<file path="src/rtl/coh_regs_pkg.sv">
package coh_regs_pkg;

    localparam int unsigned DATA_W    = 32;
    localparam int unsigned MAX_CORES = 4;

    // Byte offsets inside the window
    localparam logic [7:0] OFF_CTRL     = 8'h00;
    localparam logic [7:0] OFF_CFG      = 8'h04;
    localparam logic [7:0] OFF_PWR      = 8'h08;
    localparam logic [7:0] OFF_INVAL    = 8'h0C;
    localparam logic [7:0] OFF_FILT_LO  = 8'h40;
    localparam logic [7:0] OFF_FILT_HI  = 8'h44;
    localparam logic [7:0] OFF_PERM     = 8'h50;
    localparam logic [7:0] OFF_PERM_NS  = 8'h54;

    typedef enum logic [3:0] {
        SEL_CTRL,
        SEL_CFG,
        SEL_PWR,
        SEL_INVAL,
        SEL_FILT_LO,
        SEL_FILT_HI,
        SEL_PERM,
        SEL_PERM_NS,
        SEL_NONE
    } reg_sel_e;

    typedef struct packed {
        logic              rd;
        logic              wr;
        reg_sel_e          sel;
        logic [DATA_W-1:0] wdata;
    } bus_req_t;

    // Configuration word: presence mask in [7:4], count-1 in [1:0]
    function automatic logic [DATA_W-1:0] cfg_word(input int unsigned n);
        logic [DATA_W-1:0] w;
        logic [3:0]        mask;
        w    = '0;
        mask = 4'((1 << n) - 1);
        w[7:4] = mask;
        w[1:0] = 2'(n - 1);
        return w;
    endfunction

endpackage

</file>
<file path="src/rtl/coh_addr_decode.sv">
module coh_addr_decode
    import coh_regs_pkg::*;
#(
    parameter int unsigned ADDR_W = 8
) (
    input  logic              valid,
    input  logic              write,
    input  logic [ADDR_W-1:0] addr,
    input  logic [DATA_W-1:0] wdata,
    output bus_req_t          req
);
    function automatic logic hit(input logic [ADDR_W-1:0] a, input logic [7:0] off);
        return a == ADDR_W'(off);
    endfunction

    reg_sel_e sel;

    always_comb begin
        if      (hit(addr, OFF_CTRL))    sel = SEL_CTRL;
        else if (hit(addr, OFF_CFG))     sel = SEL_CFG;
        else if (hit(addr, OFF_PWR))     sel = SEL_PWR;
        else if (hit(addr, OFF_INVAL))   sel = SEL_INVAL;
        else if (hit(addr, OFF_FILT_LO)) sel = SEL_FILT_LO;
        else if (hit(addr, OFF_FILT_HI)) sel = SEL_FILT_HI;
        else if (hit(addr, OFF_PERM))    sel = SEL_PERM;
        else if (hit(addr, OFF_PERM_NS)) sel = SEL_PERM_NS;
        else                             sel = SEL_NONE;
    end

    always_comb begin
        req.rd    = valid & ~write;
        req.wr    = valid & write;
        req.sel   = sel;
        req.wdata = wdata;
    end
endmodule

</file>
<file path="src/rtl/coh_ctrl_reg.sv">
module coh_ctrl_reg
    import coh_regs_pkg::*;
(
    input  logic     clk,
    input  logic     rst,
    input  bus_req_t req,
    output logic     enable
);
    logic unused_wdata_hi;
    assign unused_wdata_hi = ^req.wdata[DATA_W-1:1] ^ req.rd;

    logic take;
    assign take = req.wr && (req.sel == SEL_CTRL);

    always_ff @(posedge clk) begin
        if (rst)       enable <= 1'b0;
        else if (take) enable <= req.wdata[0];
    end

    // Stored bit follows bit 0 of a control write
    assert_ctrl_store_R2: assert property (@(posedge clk) disable iff (rst)
        (req.wr && req.sel == SEL_CTRL) |=> (enable == $past(req.wdata[0])));

    // Any access other than a control write leaves the bit alone
    assert_ctrl_hold_R6: assert property (@(posedge clk) disable iff (rst)
        !(req.wr && req.sel == SEL_CTRL) |=> $stable(enable));
endmodule

</file>
<file path="src/rtl/coh_rdata_reg.sv">
module coh_rdata_reg
    import coh_regs_pkg::*;
#(
    parameter int unsigned NUM_CORES = 1
) (
    input  logic              clk,
    input  logic              rst,
    input  bus_req_t          req,
    input  logic              enable,
    output logic [DATA_W-1:0] rdata
);
    localparam logic [DATA_W-1:0] CFG_VAL = cfg_word(NUM_CORES);

    logic [DATA_W-1:0] rd_next;

    always_comb begin
        unique case (req.sel)
            SEL_CTRL: rd_next = {{(DATA_W-1){1'b0}}, enable};
            SEL_CFG:  rd_next = CFG_VAL;
            default:  rd_next = '0;
        endcase
    end

    always_ff @(posedge clk) begin
        if (rst)         rdata <= '0;
        else if (req.rd) rdata <= rd_next;
    end

    assert_rdata_hold_R8: assert property (@(posedge clk) disable iff (rst)
        !req.rd |=> $stable(rdata));

    assert_cfg_fields_R4: assert property (@(posedge clk) disable iff (rst)
        (req.rd && req.sel == SEL_CFG) |=>
            (rdata[1:0] == 2'(NUM_CORES - 1)) && (rdata[DATA_W-1:8] == '0)
            && (rdata[3:2] == 2'b00));

    assert_ctrl_read_R3: assert property (@(posedge clk) disable iff (rst)
        (req.rd && req.sel == SEL_CTRL) |=>
            (rdata[DATA_W-1:1] == '0) && (rdata[0] == $past(enable)));

    assert_dead_read_R7: assert property (@(posedge clk) disable iff (rst)
        (req.rd && req.sel != SEL_CTRL && req.sel != SEL_CFG) |=> (rdata == '0));
endmodule

</file>
<file path="src/rtl/coh_ctrl_regs.sv">
module coh_ctrl_regs
    import coh_regs_pkg::*;
#(
    parameter int unsigned NUM_CORES = 1,
    parameter int unsigned ADDR_W    = 8
) (
    input  logic              clk,
    input  logic              rst,
    input  logic              req_valid,
    input  logic              req_write,
    input  logic [ADDR_W-1:0] req_addr,
    input  logic [DATA_W-1:0] req_wdata,
    output logic [DATA_W-1:0] rsp_rdata,
    output logic              coh_enable
);
    // reject an unsupported core count while elaborating
    generate
        if (NUM_CORES < 1 || NUM_CORES > MAX_CORES) begin : g_bad_core_count
            $error("coh_ctrl_regs: NUM_CORES must lie in 1..%0d", MAX_CORES);
        end
    endgenerate

    bus_req_t req;

    coh_addr_decode #(.ADDR_W(ADDR_W)) u_dec (
        .valid (req_valid),
        .write (req_write),
        .addr  (req_addr),
        .wdata (req_wdata),
        .req   (req)
    );

    coh_ctrl_reg u_ctrl (
        .clk    (clk),
        .rst    (rst),
        .req    (req),
        .enable (coh_enable)
    );

    coh_rdata_reg #(.NUM_CORES(NUM_CORES)) u_rd (
        .clk    (clk),
        .rst    (rst),
        .req    (req),
        .enable (coh_enable),
        .rdata  (rsp_rdata)
    );

    // A write never disturbs the read data register
    assert_write_no_rdata_R8: assert property (@(posedge clk) disable iff (rst)
        (req_valid && req_write) |=> $stable(rsp_rdata));

    // Read-only configuration location does not reach the enable bit
    assert_cfg_write_ignored_R5: assert property (@(posedge clk) disable iff (rst)
        (req_valid && req_write && req_addr == ADDR_W'(OFF_CFG)) |=> $stable(coh_enable));
endmodule

</file>
<file path="config.mk">
export PLATFORM = sky130hd
export DESIGN_NAME = coh_ctrl_regs
export DESIGN_NICKNAME = d
export VERILOG_FILES = /design/src/rtl/coh_regs_pkg.sv /design/src/rtl/coh_addr_decode.sv /design/src/rtl/coh_ctrl_reg.sv /design/src/rtl/coh_rdata_reg.sv /design/src/rtl/coh_ctrl_regs.sv
export SDC_FILE = /design/constraint.sdc
export NUM_CORES = 1
export LEC_CHECK = 0
export ABC_CLOCK_PERIOD_IN_PS = 960
export BUFFER_PORTS_ARGS = -buffer_cell sky130_fd_sc_hd__buf_2
export CAP_MARGIN = 10
export CORE_AREA = 2 2 44 46
export DETAILED_ROUTE_END_ITERATION = 6
export DIE_AREA = 0 0 46 48
export PLACE_DENSITY = 0.75
export SYNTH_ARGS = -nofsm -noshare
export SYNTH_HDL_FRONTEND = slang
export SYNTH_SLANG_ARGS = --single-unit
</file>
<file path="constraint.sdc">
create_clock -name clk -period 0.96 [get_ports clk]
set_input_delay 0.096 -clock clk [delete_from_list [all_inputs] [get_ports clk]]
set_output_delay 0.096 -clock clk [all_outputs]
set_load 0.01 [all_outputs]
</file>
==> impl_metrics.json, run 1 <==
{
  "syn_to_final_growth_pct": 2.48,
  "synth_most_common_cell": "buf_4",
  "rsz0062_at_grt": "false",
  "vdd_drop_max_v": 0.000345,
  "path_clk_slew_ps": 40,
  "slew_violations": 0,
  "yosys-top-cells-count": "30 x buf_4, 3 x dfxtp_1, 3 x nand2b_1, 3 x nand4_1, 3 x nor2b_1",
  "fmax_ghz": 1.20,
  "cts_max_path_buffers": 2,
  "core_mm2": 0.00169,
  "layout_setup_ws_ps": 124,
  "root_buffer": "clkbuf_4",
  "pin_count": 77,
  "yosysTopAreaCellShare_pct": 55.7,
  "ys_seq_elements": 3,
  "register_area_um2": 60.1,
  "crit_type": "flop to flop",
  "io_buffers": 15,
  "ys_types": 11,
  "power_density_mw_per_mm2": 1090,
  "htreeDepth": 1,
  "grt_pass1_wl_mm": 1.02,
  "grt_max_degree": 5,
  "dieWidth_um": 46,
  "p_leak_nw": 0.231,
  "grt_pass1_vias": 261,
  "cp_data_arrival_time_ps": 1010,
  "drc": 0,
  "row_count": 15,
  "crit_family": "flip-flops",
  "nFillCells": 190,
  "post_cts_buffers": 0,
  "min_period_ps": 836,
  "instances_no_fill": 85,
  "max_stage_delay_ps": 340,
  "netlist.top_cell.by_area": "buf_4",
  "slowest_stage": "dfxtp_1",
  "overflow": 0,
  "met3_length_um": 118,
  "crit_path_end_kind": "flop",
  "fp.dieH_um": 48,
  "maxCapViolations": 0,
  "drive_gt1_share_pct": 30.9,
  "placed_cells": 81,
  "startpoint_type": "flop",
  "critPathRequiredTime_ps": 1130,
  "final_util_pct": 24.5,
  "hold_class": "primary input to flop",
  "path_buf_inv": 0,
  "synth_warnings": 0,
  "setup_viol_count_final": 0,
  "finalCritPeriodShare_pct": 87.1,
  "synth.avg_cell_area_um2": 8.08,
  "multi_input_area_um2": 231,
  "ant_nets": 0,
  "fin_skew_ps": 0.0206,
  "finalNetCount": 113,
  "drt-total-wl_um": 722,
  "cts_buffers": 3,
  "crit_chain": "nor2b_1, nand4_1, a21oi_2",
  "grt.total_usage_pct": 7.20,
  "cts.sinks": 3,
  "diodes": 0,
  "avgViaCountPerCell": 3.60,
  "synthCells": 50,
  "wl_met2_um": 318,
  "antenna_found_initial": 0,
  "cts_tree": "done",
  "wire_per_inst_um": 8.49,
  "vias": 306,
  "ys_seq_area_share_pct": 14.9,
  "postSynth.asyncResetShare_pct": 0,
  "wl_met1_um": 266,
  "ys.flop_type": "dfxtp_1",
  "synth_edf_count": 0,
  "synth_area_um2": 404,
  "first_pass_iters": 2,
  "top_layer": "met4",
  "cp_max_fo": 3,
  "drt_iter0_drc": 3,
  "clock_latency_ps": 240,
  "initial_core_util_pct": 23.9,
  "postCtsHoldBufs": 0,
  "design.die.area_mm2": 0.00221,
  "dp_hpwl_um": 625,
  "status": "finished clean",
  "place_congestion": 0.671,
  "synthTopCellsByArea": "buf_4 56%, dfxtp_1 15%, nor4_4 5.3%",
  "pre_cts_slack_ps": -26.1,
  "hold_viol": 0
}
-- report_power, final --
part           total, mW  switching, mW  internal [mW]
clock network      0.226         0.0702          0.156
logic              0.102         0.0759         0.0256
registers          0.125      0.0000437          0.125
total              0.453          0.146          0.307
-- flip-flops by register name, summed over array words and instances (netlist names) --
name and cells:
u_ctrl.enable 1, u_rd.rdata 2
-- final cells by class --
class / instances / area share [%]
Clock buffer: 4 / 6.34
Multi-Input combinational cell: 46 / 55.9
Sequential cell: 3 / 14.5
Tap cell: 17 / 5.14
Timing Repair Buffer: 15 / 18.1
-- per-stage QoR --
step           power (mW)  instance area [um2]  hold slack [ps]  TNS, ps
2_1_floorplan       0.282                  513              165        0
3_3_place_gp        0.224                  384              285        0
3_5_place_dp        0.226                  384              298    -26.1
4_1_cts             0.459                  410             49.6        0
5_1_grt             0.484                  414             63.3        0
6_report            0.453                  414             59.6        0
-- cells by family after synthesis --
logic type | Yosys count | synth area share (%)
and+or+nand+nor | 13 | 23.5
buffers and inverters | 30 | 55.7
muxes | 1 | 2.48
AOI/OAI and AO/OA | 2 | 2.48
DFF | 3 | 14.9
other | 1 | 0.928
-- repair_timing --
| action | CTS | global route |
|---|---|---|
| endpoints found under the hold margin | 0 | 0 |
| resized for setup | 0 | 1 |
| endpoints found under the setup margin | 0 | 1 |
-- per-layer routing --
layer | vias up | GRT usage (%)
met3 | 2 | 1.51
met1 | 134 | 7.32
met5 | - | 0
li1 | 136 | -
met4 | 0 | 8.57
met2 | 34 | 11.4
-- final timing paths --
path	startpoint	end	slack (ps)	cells past startpoint
setup / recovery	u_ctrl.enable	u_rd.rdata[0]	120	3
hold / removal	rst	u_rd.rdata[0]	60	2
setup reg to reg	u_ctrl.enable	u_rd.rdata[0]	120	3
hold reg to reg	u_rd.rdata[4]	u_rd.rdata[4]	470	2
-- cell usage in the layout (no fill, tap or decap) --
cell type,instances
conb_1,30
buf_2,15
nand2b_1,3
nor2b_1,3
nand4_1,3
clkbuf_4,3
dfxtp_1,3
nand2_1,2
nor4_4,1
nor3_2,1
mux2i_1,1
a21oi_2,1
a21oi_1,1
clkbuf_1,1
-- worst register-to-register path: cells and delay by family (launching register included) --
family,cells,cell delay (ps)
AO/OA/AOI/OAI,1,150
AND/OR/NAND/NOR,2,270
flip-flops,1,340
No activity file was read; power rests on OpenSTA's default activity.
==> inputs of run 2 (changes only) <==
--- a/config.mk
+++ b/config.mk
@@ -5,13 +5,14 @@
 export SDC_FILE = /design/constraint.sdc
 export NUM_CORES = 1
 export LEC_CHECK = 0
+export ABC_AREA = 1
 export ABC_CLOCK_PERIOD_IN_PS = 960
 export BUFFER_PORTS_ARGS = -buffer_cell sky130_fd_sc_hd__buf_2
 export CAP_MARGIN = 10
 export CORE_AREA = 2 2 44 46
 export DETAILED_ROUTE_END_ITERATION = 6
 export DIE_AREA = 0 0 46 48
-export PLACE_DENSITY = 0.75
+export PLACE_DENSITY = 0.77
 export SYNTH_ARGS = -nofsm -noshare
 export SYNTH_HDL_FRONTEND = slang
 export SYNTH_SLANG_ARGS = --single-unit
==> constraint.sdc (replaced) <==
create_clock -name clk -period 0.96 [get_ports clk]
set_input_delay 0.096 -clock clk [delete_from_list [all_inputs] [get_ports clk]]
set_output_delay 0.096 -clock clk [all_outputs]
set_load 0.05 [all_outputs]
==> impl_metrics.json, run 2 <==
{
  "ant_nets": 0,
  "use_met1_pct": 5.09,
  "synthCells": 63,
  "dieWidth_um": 46,
  "top_regs": "u_rd.rdata: 2 flops, u_ctrl.enable: 1 flops",
  "first_pass_iters": 4,
  "synth_area_um2": 433,
  "use_met3_pct": 0,
  "diodes": 0,
  "use_met2_pct": 8.06,
  "rr_startpoint": "u_ctrl.enable",
  "critPathRequiredTime_ps": 860,
  "vias": 326,
  "ys_seq_area_share_pct": 13.9,
  "drt-total-wl_um": 605,
  "post_cts_buffers": 0,
  "vdd_drop_max_v": 0.000478,
  "postCtsHoldBufs": 0,
  "yosys-top-cells-count": "30 x buf_4, 7 x inv_1, 6 x nand2_1",
  "synthTopCellsByArea": "buf_4 52%, dfxtp_1 14%, nor2_2 7.2%",
  "placed_area_um2": 414,
  "dp_hpwl_um": 544,
  "synth_compound_area_share_pct": 4.34,
  "drc": 0,
  "synth_warnings": 0,
  "synth_edf_count": 0,
  "crit_cells": 1,
  "path_clk_slew_ps": 40,
  "tns_ps": 0,
  "max_stage_delay_ps": 320,
  "setup_viol_count_final": 0,
  "p_leak_nw": 0.260,
  "synth_fa_ha_area_share_pct": 0,
  "initial_core_util_pct": 25.6,
  "avgViaCountPerCell": 3.33,
  "clock_latency_ps": 230,
  "min_period_ps": 906,
  "cts_buffers": 3,
  "drt_iter0_drc": 5,
  "cp_max_fo": 2,
  "hp-start": "rst",
  "synth.avg_cell_area_um2": 6.87,
  "power_density_mw_per_mm2": 1480,
  "antenna_found_initial": 0,
  "finalNetCount": 126,
  "pin_count": 77,
  "hold_class": "primary input to flop",
  "slowest_stage": "dfxtp_1",
  "final_cell_mix": "30 x conb_1, 15 x buf_2, 7 x inv_1",
  "synth-xor-area-share_pct": 0,
  "design.die.area_mm2": 0.00221,
  "syn_to_final_growth_pct": 1.73,
  "final_common_cell": "conb_1",
  "path_buf_inv": 1,
  "row_count": 15,
  "crit_family": "flip-flops",
  "netlist.top_cell.by_area": "buf_4",
  "cts.sinks": 3,
  "cts_resized": 0,
  "cts_max_path_buffers": 2,
  "muxShareOfSynthArea_pct": 0,
  "ys_types": 12,
  "top_usage_layer": "met2",
  "htreeDepth": 1,
  "fin_area_um2": 440,
  "io_buffers": 15,
  "hold_depth": 2,
  "crit_chain": "buf_2",
  "ys_seq_elements": 3,
  "crit_path_end_kind": "output pin",
  "grt.total_usage_pct": 4.72,
  "ff2ff_path_depth": 4,
  "startpoint_type": "flop",
  "root_buffer": "clkbuf_4",
  "pre_cts_slack_ps": 127,
  "fp.dieH_um": 48,
  "status": "finished clean",
  "layout_setup_ws_ps": 53.6,
  "grt_pass1_wl_um": 717,
  "slew_violations": 0,
  "hold_viol": 0,
  "drive_gt1_share_pct": 34.6,
  "placed_cells": 94,
  "crit_path_start": "u_rd.rdata[4]",
  "rsz0062_at_grt": "false",
  "overflow": 0,
  "place_congestion": 0.645,
  "regMostFlops": "u_rd.rdata",
  "core_mm2": 0.00169,
  "instances_no_fill": 98,
  "finalPower_uw": 652,
  "yosysTopAreaCellShare_pct": 52.0,
  "largest_register_ffs": 2,
  "fmax_ghz": 1.10,
  "grt_max_degree": 4,
  "synth_most_common_cell": "buf_4",
  "synth_top_family_by_area": "buffers and inverters",
  "cp_data_arrival_time_ps": 810,
  "finalCritPeriodShare_pct": 94.4,
  "postSynth.asyncResetShare_pct": 0,
  "yosys.area_share.simple_pct": 22.8,
  "wire_per_inst_um": 6.17,
  "cts_tree": "done",
  "fin_skew_ps": 0.0453,
  "grt_pass1_vias": 212,
  "ys.flop_type": "dfxtp_1",
  "crit_type": "flop to output pin",
  "maxCapViolations": 0
}
## run 2: cell types whose count changed after synthesis, sizes merged
cell	before	now
nand3	0	2
nor3	1	0
mux2i	1	0
a21oi	2	3
nor2b	3	0
nand4	3	0
nand2	2	8
inv	0	7
nor4	1	0
nand2b	3	0
nor2	0	9
## run 2: per-layer routing
metal	up-vias	share of wire [%]
met5	-	0
met3	0	19
met1	129	40
met4	0	0
met2	36	41
li1	161	-
## run 2: power breakdown
part | switching, mW | internal [mW] | total (mW) | leakage, nW
clock | 0.0622 | 0.156 | 0.218 | 0.0150
sequential | 0.0000486 | 0.125 | 0.126 | 0.0247
combinational | 0.282 | 0.0260 | 0.308 | 0.220
total | 0.345 | 0.307 | 0.652 | 0.260
## run 2: cell families after synthesis
family                 after synthesis
buffers and inverters               37
other                                1
DFF                                  3
AOI/OAI and AO/OA                    3
and+or+nand+nor                     19
## run 2: final timing paths
path	end	slack, ps
setup / recovery	rsp_rdata[4]	50
hold / removal	u_rd.rdata[0]	60
setup reg to reg	u_rd.rdata[0]	280
hold reg to reg	u_rd.rdata[4]	460
## run 2: per-stage QoR
stage | utilization [%] | hold WS, ps
4_1_cts | 26.1 | 42.0
6_report | 26.1 | 55.1
2_1_floorplan | - | 158
3_3_place_gp | 24.5 | 288
3_5_place_dp | 24.5 | 292
5_1_grt | 26.1 | 50.0
## run 2: layout make-up
type / instances / area, um2
Clock buffer: 4 / 26.3
Fill cell: 189 / 1250
Inverter: 7 / 26.3
Multi-Input combinational cell: 52 / 230
Sequential cell: 3 / 61.3
Tap cell: 17 / 21.3
Timing Repair Buffer: 15 / 75.1
